==> src/rtl/vbw_pkg.sv <==
package vbw_pkg;
  localparam int DATA_W  = 8;
  localparam int ADDR_W  = 8;
  localparam int START_W = 9;
  localparam int END_W   = 8;

  localparam logic [ADDR_W-1:0] SA_START_LO = 8'h23;
  localparam logic [ADDR_W-1:0] SA_START_HI = 8'h24;
  localparam logic [ADDR_W-1:0] SA_END      = 8'h25;

  localparam logic [START_W-1:0] RST_START = 9'd259;
  localparam logic [END_W-1:0]   RST_END   = 8'd19;

  typedef struct packed {
    logic [START_W-1:0] first_line;
    logic [END_W-1:0]   last_line;
  } win_cfg_t;
endpackage

==> src/rtl/vbw_regs.sv <==
module vbw_regs
  import vbw_pkg::*;
(
  input  logic              clk_i,
  input  logic              rst_ni,
  input  logic              wr_en_i,
  input  logic [ADDR_W-1:0] wr_addr_i,
  input  logic [DATA_W-1:0] wr_data_i,
  input  logic              commit_i,
  output win_cfg_t          active_o
);
  win_cfg_t pend_d, pend_q, act_d, act_q;

  always_comb begin
    pend_d = pend_q;
    if (wr_en_i) begin
      case (wr_addr_i)
        SA_START_LO: pend_d.first_line[DATA_W-1:0] = wr_data_i;
        SA_START_HI: pend_d.first_line[START_W-1]  = wr_data_i[0];
        SA_END:      pend_d.last_line              = wr_data_i;
        default:     pend_d = pend_q;
      endcase
    end
  end

  always_comb begin
    act_d = act_q;
    if (commit_i) act_d = pend_q;
  end

  always_ff @(posedge clk_i or negedge rst_ni) begin
    if (!rst_ni) begin
      pend_q <= '{first_line: RST_START, last_line: RST_END};
      act_q  <= '{first_line: RST_START, last_line: RST_END};
    end else begin
      pend_q <= pend_d;
      act_q  <= act_d;
    end
  end

  assign active_o = act_q;
endmodule

==> src/rtl/vbw_line_cnt.sv <==
module vbw_line_cnt #(
  parameter int LINE_W = 10
) (
  input  logic              clk_i,
  input  logic              rst_ni,
  input  logic              clear_i,
  input  logic              step_i,
  output logic [LINE_W-1:0] cnt_o
);
  localparam logic [LINE_W-1:0] CNT_MAX = '1;

  logic [LINE_W-1:0] cnt_d, cnt_q;

  always_comb begin
    cnt_d = cnt_q;
    if (clear_i)                        cnt_d = '0;
    else if (step_i && cnt_q != CNT_MAX) cnt_d = cnt_q + LINE_W'(1);
  end

  always_ff @(posedge clk_i or negedge rst_ni) begin
    if (!rst_ni) cnt_q <= '0;
    else         cnt_q <= cnt_d;
  end

  assign cnt_o = cnt_q;
endmodule

==> src/rtl/vbw_window.sv <==
module vbw_window #(
  parameter int LINE_W     = 10,
  parameter bit USE_OFFSET = 1'b1
) (
  input  logic              clk_i,
  input  logic              rst_ni,
  input  logic              enable_i,
  input  logic [LINE_W-1:0] cnt_i,
  input  logic [LINE_W-1:0] set_line_i,
  input  logic [LINE_W-1:0] clr_line_i,
  input  logic [LINE_W-1:0] offset_i,
  output logic              flag_o
);
  logic set_hit, clr_hit;
  logic flag_d, flag_q;

  generate
    if (USE_OFFSET) begin : g_two_fields
      logic [LINE_W-1:0] set_even, clr_even;
      assign set_even = set_line_i + offset_i;
      assign clr_even = clr_line_i + offset_i;
      assign set_hit  = (cnt_i == set_line_i) || (cnt_i == set_even);
      assign clr_hit  = (cnt_i == clr_line_i) || (cnt_i == clr_even);
    end else begin : g_one_frame
      logic unused_off;
      assign unused_off = ^offset_i;
      assign set_hit    = (cnt_i == set_line_i);
      assign clr_hit    = (cnt_i == clr_line_i);
    end
  endgenerate

  // clear has priority over set when both lines coincide
  always_comb begin
    flag_d = flag_q;
    if (!enable_i)    flag_d = 1'b0;
    else if (clr_hit) flag_d = 1'b0;
    else if (set_hit) flag_d = 1'b1;
  end

  always_ff @(posedge clk_i or negedge rst_ni) begin
    if (!rst_ni) flag_q <= 1'b0;
    else         flag_q <= flag_d;
  end

  assign flag_o = flag_q;
endmodule

==> src/rtl/vblank_window_gen.sv <==
module vblank_window_gen
  import vbw_pkg::*;
#(
  parameter int LINE_W  = 10,
  parameter int OFF_525 = 262,
  parameter int OFF_625 = 313
) (
  input  logic              clk_i,
  input  logic              rst_ni,
  input  logic              vsync_i,
  input  logic              line_stb_i,
  input  logic              field_odd_i,
  input  logic              std_625_i,
  input  logic              prog_in_i,
  input  logic              blank_out_en_i,
  input  logic              wr_en_i,
  input  logic [ADDR_W-1:0] wr_addr_i,
  input  logic [DATA_W-1:0] wr_data_i,
  output logic              vblank_o,
  output logic              in_ignore_o
);
  localparam logic [LINE_W-1:0] OFS_A = LINE_W'(OFF_525);
  localparam logic [LINE_W-1:0] OFS_B = LINE_W'(OFF_625);

  logic rst_meta_q, rst_n_s;
  logic vsync_q;
  logic vs_edge, odd_start;
  logic [LINE_W-1:0] line_cnt, offset, set_line, clr_line;
  logic blank_flag, gate_flag;
  win_cfg_t cfg;

  // reset: asserted asynchronously, released on the clock
  always_ff @(posedge clk_i or negedge rst_ni) begin
    if (!rst_ni) begin
      rst_meta_q <= 1'b0;
      rst_n_s    <= 1'b0;
    end else begin
      rst_meta_q <= 1'b1;
      rst_n_s    <= rst_meta_q;
    end
  end

  always_ff @(posedge clk_i or negedge rst_n_s) begin
    if (!rst_n_s) vsync_q <= 1'b0;
    else          vsync_q <= vsync_i;
  end

  assign vs_edge   = vsync_i & ~vsync_q;
  assign odd_start = vs_edge & field_odd_i;

  vbw_regs u_regs (
    .clk_i    (clk_i),
    .rst_ni   (rst_n_s),
    .wr_en_i  (wr_en_i),
    .wr_addr_i(wr_addr_i),
    .wr_data_i(wr_data_i),
    .commit_i (vs_edge),
    .active_o (cfg)
  );

  vbw_line_cnt #(.LINE_W(LINE_W)) u_cnt (
    .clk_i  (clk_i),
    .rst_ni (rst_n_s),
    .clear_i(odd_start),
    .step_i (line_stb_i),
    .cnt_o  (line_cnt)
  );

  assign offset   = std_625_i ? OFS_B : OFS_A;
  assign set_line = LINE_W'(cfg.first_line);
  assign clr_line = LINE_W'(cfg.last_line);

  vbw_window #(.LINE_W(LINE_W), .USE_OFFSET(1'b1)) u_blank (
    .clk_i     (clk_i),
    .rst_ni    (rst_n_s),
    .enable_i  (blank_out_en_i),
    .cnt_i     (line_cnt),
    .set_line_i(set_line),
    .clr_line_i(clr_line),
    .offset_i  (offset),
    .flag_o    (blank_flag)
  );

  vbw_window #(.LINE_W(LINE_W), .USE_OFFSET(1'b0)) u_gate (
    .clk_i     (clk_i),
    .rst_ni    (rst_n_s),
    .enable_i  (blank_out_en_i),
    .cnt_i     (line_cnt),
    .set_line_i(set_line),
    .clr_line_i(clr_line),
    .offset_i  (offset),
    .flag_o    (gate_flag)
  );

  assign vblank_o    = blank_flag & blank_out_en_i;
  assign in_ignore_o = blank_out_en_i & (prog_in_i ? gate_flag : blank_flag);
endmodule

==> config.mk <==
export PLATFORM = sky130hd
export DESIGN_NAME = vblank_window_gen
export DESIGN_NICKNAME = d
export VERILOG_FILES = /design/src/rtl/vbw_pkg.sv /design/src/rtl/vbw_regs.sv /design/src/rtl/vbw_line_cnt.sv /design/src/rtl/vbw_window.sv /design/src/rtl/vblank_window_gen.sv
export SDC_FILE = /design/constraint.sdc
export NUM_CORES = 1
export LEC_CHECK = 0
export BUFFER_PORTS_ARGS = -buffer_cell sky130_fd_sc_hd__buf_4
export CAP_MARGIN = 20
export CORE_UTILIZATION = 60
export DETAILED_ROUTE_END_ITERATION = 7
export PLACE_DENSITY = 0.89
export SETUP_SLACK_MARGIN = 0.02
export SYNTH_ARGS = -nofsm -noshare
export SYNTH_HDL_FRONTEND = slang
export SYNTH_SLANG_ARGS = --single-unit
==> constraint.sdc <==
create_clock -name clk_i -period 1.75 [get_ports clk_i]
set_clock_uncertainty 0.1 [all_clocks]
set_input_delay 0.35 -clock clk_i [delete_from_list [all_inputs] [get_ports clk_i]]
set_output_delay 0.35 -clock clk_i [all_outputs]
set_load 0.02 [all_outputs]
==> results.py <==
metrics = {
    "status": {
        "status": "complete, but fails checks",
        "violations": "setup timing",
    },
    "power": {
        "total_power_mw": 3.48,
        "leakagePower_nw": 1.86,
        "power.density_nw_per_um2": 885,
        "ir_drop_uv": 681,
    },
    "setup_path": {
        "worst_ep_arrival_time_ps": 2890,
        "crit_buf_inv": 1,
        "slowest_delay_ps": 410,
        "rr_worst_depth": 10,
        "end_kind": "flop",
        "critical_path_class": "reg -> reg",
        "critPathMaxFanout": 2,
        "critPathLaunchType": "flop",
        "cp.required_ps": 1870,
        "critical_path.slowest_cell": "dfstp_2",
        "crit_family": "simple AND/OR/NAND/NOR gates",
        "cp_cell_sequence": "ha_4 > fa_2 > a21o_1 > buf_6 > a21oi_4 > xnor2_2 > nand4_1 > nor4_2 > nand4_1 > a211oi_2",
        "cpMostUsedCell": "nand4_1",
        "cp_num_cells": 10,
    },
    "worst_hold_path": {
        "hold_depth": 1,
        "hp-class": "in -> reg",
    },
    "floorplanning": {
        "start_util_pct": 63.0,
        "dieHeight_um": 72.9,
        "io_pins": 27,
        "core_area_um2": 4790,
        "row_count": 25,
        "fp.dieArea_um2": 5310,
        "die_w_um": 72.9,
    },
    "logic_synthesis": {
        "syn_inst": 266,
        "async_flop_share_pct": 100,
        "ys_types": 50,
        "yosysWarningCount": 0,
        "ys_top_cells_by_count": "37 x dfrtp_1, 29 x xnor2_1, 26 x mux2_2",
        "ys_seq_area_share_pct": 41.2,
        "synth_top_flop_cell": "dfrtp_1",
        "synthMostInstantiatedCell": "dfrtp_1",
        "syn_avg_cell_area_um2": 11.3,
        "syn_area_um2": 3010,
        "synth_top_area_cell": "dfrtp_1",
        "synth-edff-count": 0,
        "ys_ff_latch": 49,
        "synth_top_area_share_pct": 30.7,
        "synthesis.nets": 306,
        "synth_area_leaders": "dfrtp_1 31%, dfstp_2 10%, mux2_2 9.7%",
    },
    "detailed_routing": {
        "drtAntennaViolNets": 0,
        "vias": 2626,
        "drt_first_pass_iters": 6,
        "vias_per_cell": 6.47,
        "first_iter_violations": 244,
        "drc": 0,
        "finalWirelength_um": 9550,
        "wire_per_inst_um": 23.5,
    },
    "timing": {
        "final.setup.tns_ps": -1250,
        "slew_violations": 0,
        "finalCriticalPeriod_ps": 2760,
        "period_share_pct": 158,
        "fmax_ghz": 0.362,
        "rsz0062_at_grt": "yes",
        "setup_ws_ps": -1010,
        "setup_viol": 7,
        "finalHoldViolCount": 0,
    },
    "grt": {
        "grt_max_degree": 29,
        "grt_pass1_vias": 2779,
        "grt_util_met1_pct": 42.4,
        "grt_use_met3_pct": 8.29,
        "grt_usage_pct": 37.8,
        "overflow": 0,
        "gr-usage-met2_pct": 65.1,
        "grt_pass1_wl_um": 14300,
        "antenna_found_initial": 0,
        "globalRoute.busiestLayer": "met2",
    },
    "placed_design": {
        "place_area_um2": 3640,
        "dp_hpwl_um": 5690,
        "pre_cts_slack_ps": -764,
        "place.gp.congestion": 0.912,
        "port_buffers": 26,
    },
    "clock_tree": {
        "cts_max_level": 2,
        "cts_root_buf": "clkbuf_8",
        "clock_latency_ps": 320,
        "cts_tree": "yes",
        "cts_sinks": 49,
        "clk_pin_slew_ps": 100,
        "cts-buffers-inserted": 5,
        "clockBufferDepth": 2,
    },
    "final_layout": {
        "syn_to_final_growth_pct": 30.4,
        "final_core_util_pct": 82.1,
        "nets": 378,
        "fillers": 234,
        "fin_area_um2": 3930,
        "diodes": 0,
        "drive_gt1_share_pct": 48.4,
    },
    "flow_run": {
        "cap_violations": 0,
    },
}
[cell usage in the layout, fill, tap and decap left out, types with 4 or more instances in the layout]
cell,count
xor2_1,18
a31oi_1,4
buf_6,4
nor2_1,13
o21ai_0,6
xnor2_1,27
mux2_4,8
ha_1,11
nand2_1,9
a21oi_1,6
nand4_1,8
buf_4,72
dfstp_2,12
dfrtp_1,34
mux2_2,26
a21o_1,5
clkbuf_8,6
[where the power goes]
| group | internal, mW | switching [mW] |
|---|---|---|
| Clock | 0.321 | 0.404 |
| Combinational | 0.661 | 0.675 |
| Sequential | 1.26 | 0.159 |
[registers in the layout, indices dropped and copies added (netlist names)]
signal,count
rst_meta_q,1
rst_n_s,1
u_blank.flag_o,1
u_cnt.cnt_o,10
u_gate.flag_o,1
u_regs.active_o,17
u_regs.pend_q,17
vsync_q,1
[final cells by class]
| class | count | area [um^2] | share of cell area (%) |
|---|---|---|---|
| Sequential cell | 49 | 1240 | 31.7 |
| Clock buffer | 6 | 82.6 | 2.10 |
| Multi-Input combinational cell | 200 | 1840 | 46.9 |
| Tap cell | 67 | 83.8 | 2.13 |
| Inverter | 2 | 7.51 | 0.191 |
| Clock inverter | 2 | 13.8 | 0.350 |
| Timing Repair Buffer | 80 | 656 | 16.7 |
[timing repair]
| action | 4_1_cts | 5_1_grt |
|---|---|---|
| hold endpoints to repair | 2 | 0 |
| buffers inserted | 3 | 1 |
| pin swaps | 5 | 7 |
| endpoints found under the setup margin | 14 | 20 |
| gates resized for setup | 14 | 14 |
| hold buffers | 1 | 0 |
[metrics by stage]
| stage | hold slack, ps | std cells |
|---|---|---|
| 6_report | 77.3 | 406 |
| 5_1_grt | 66.4 | 406 |
| 4_1_cts | 63.4 | 405 |
| 3_5_place_dp | 35.1 | 393 |
| 3_3_place_gp | 34.3 | 393 |
| 2_1_floorplan | -45.6 | 266 |
[kinds of logic (layout without fill, tap and decap cells)]
logic type,Yosys count,in the layout,share of synthesized area [%]
other,1,1,0.124
and+or+nand+nor,66,66,13.0
AOI/OAI and AO/OA,34,34,7.80
xor gates and xnor gates,47,47,13.7
DFF,49,49,41.2
buffers and inverters,17,90,2.82
muxes,37,37,14.7
adders and majority gates,15,15,6.72
[final timing paths]
kind / slack [ps] / endpoint / startpoint
max in group asynchronous: 850 / u_regs.active_o[4] / rst_n_s
max reg2reg: -1010 / u_blank.flag_o / u_regs.active_o[8]
min in group asynchronous: 120 / u_gate.flag_o / rst_n_s
min: 80 / vsync_q / vsync_i
min reg2reg: 120 / u_gate.flag_o / rst_n_s
max: -1010 / u_blank.flag_o / u_regs.active_o[8]
[metal layers]
metal / vias up / wire length, um
li1: 1081 / -
met1: 1299 / 3450
met2: 176 / 4770
met3: 70 / 651
met4: 0 / 676
met5: - / 0
(Power assumes the default switching activity.)
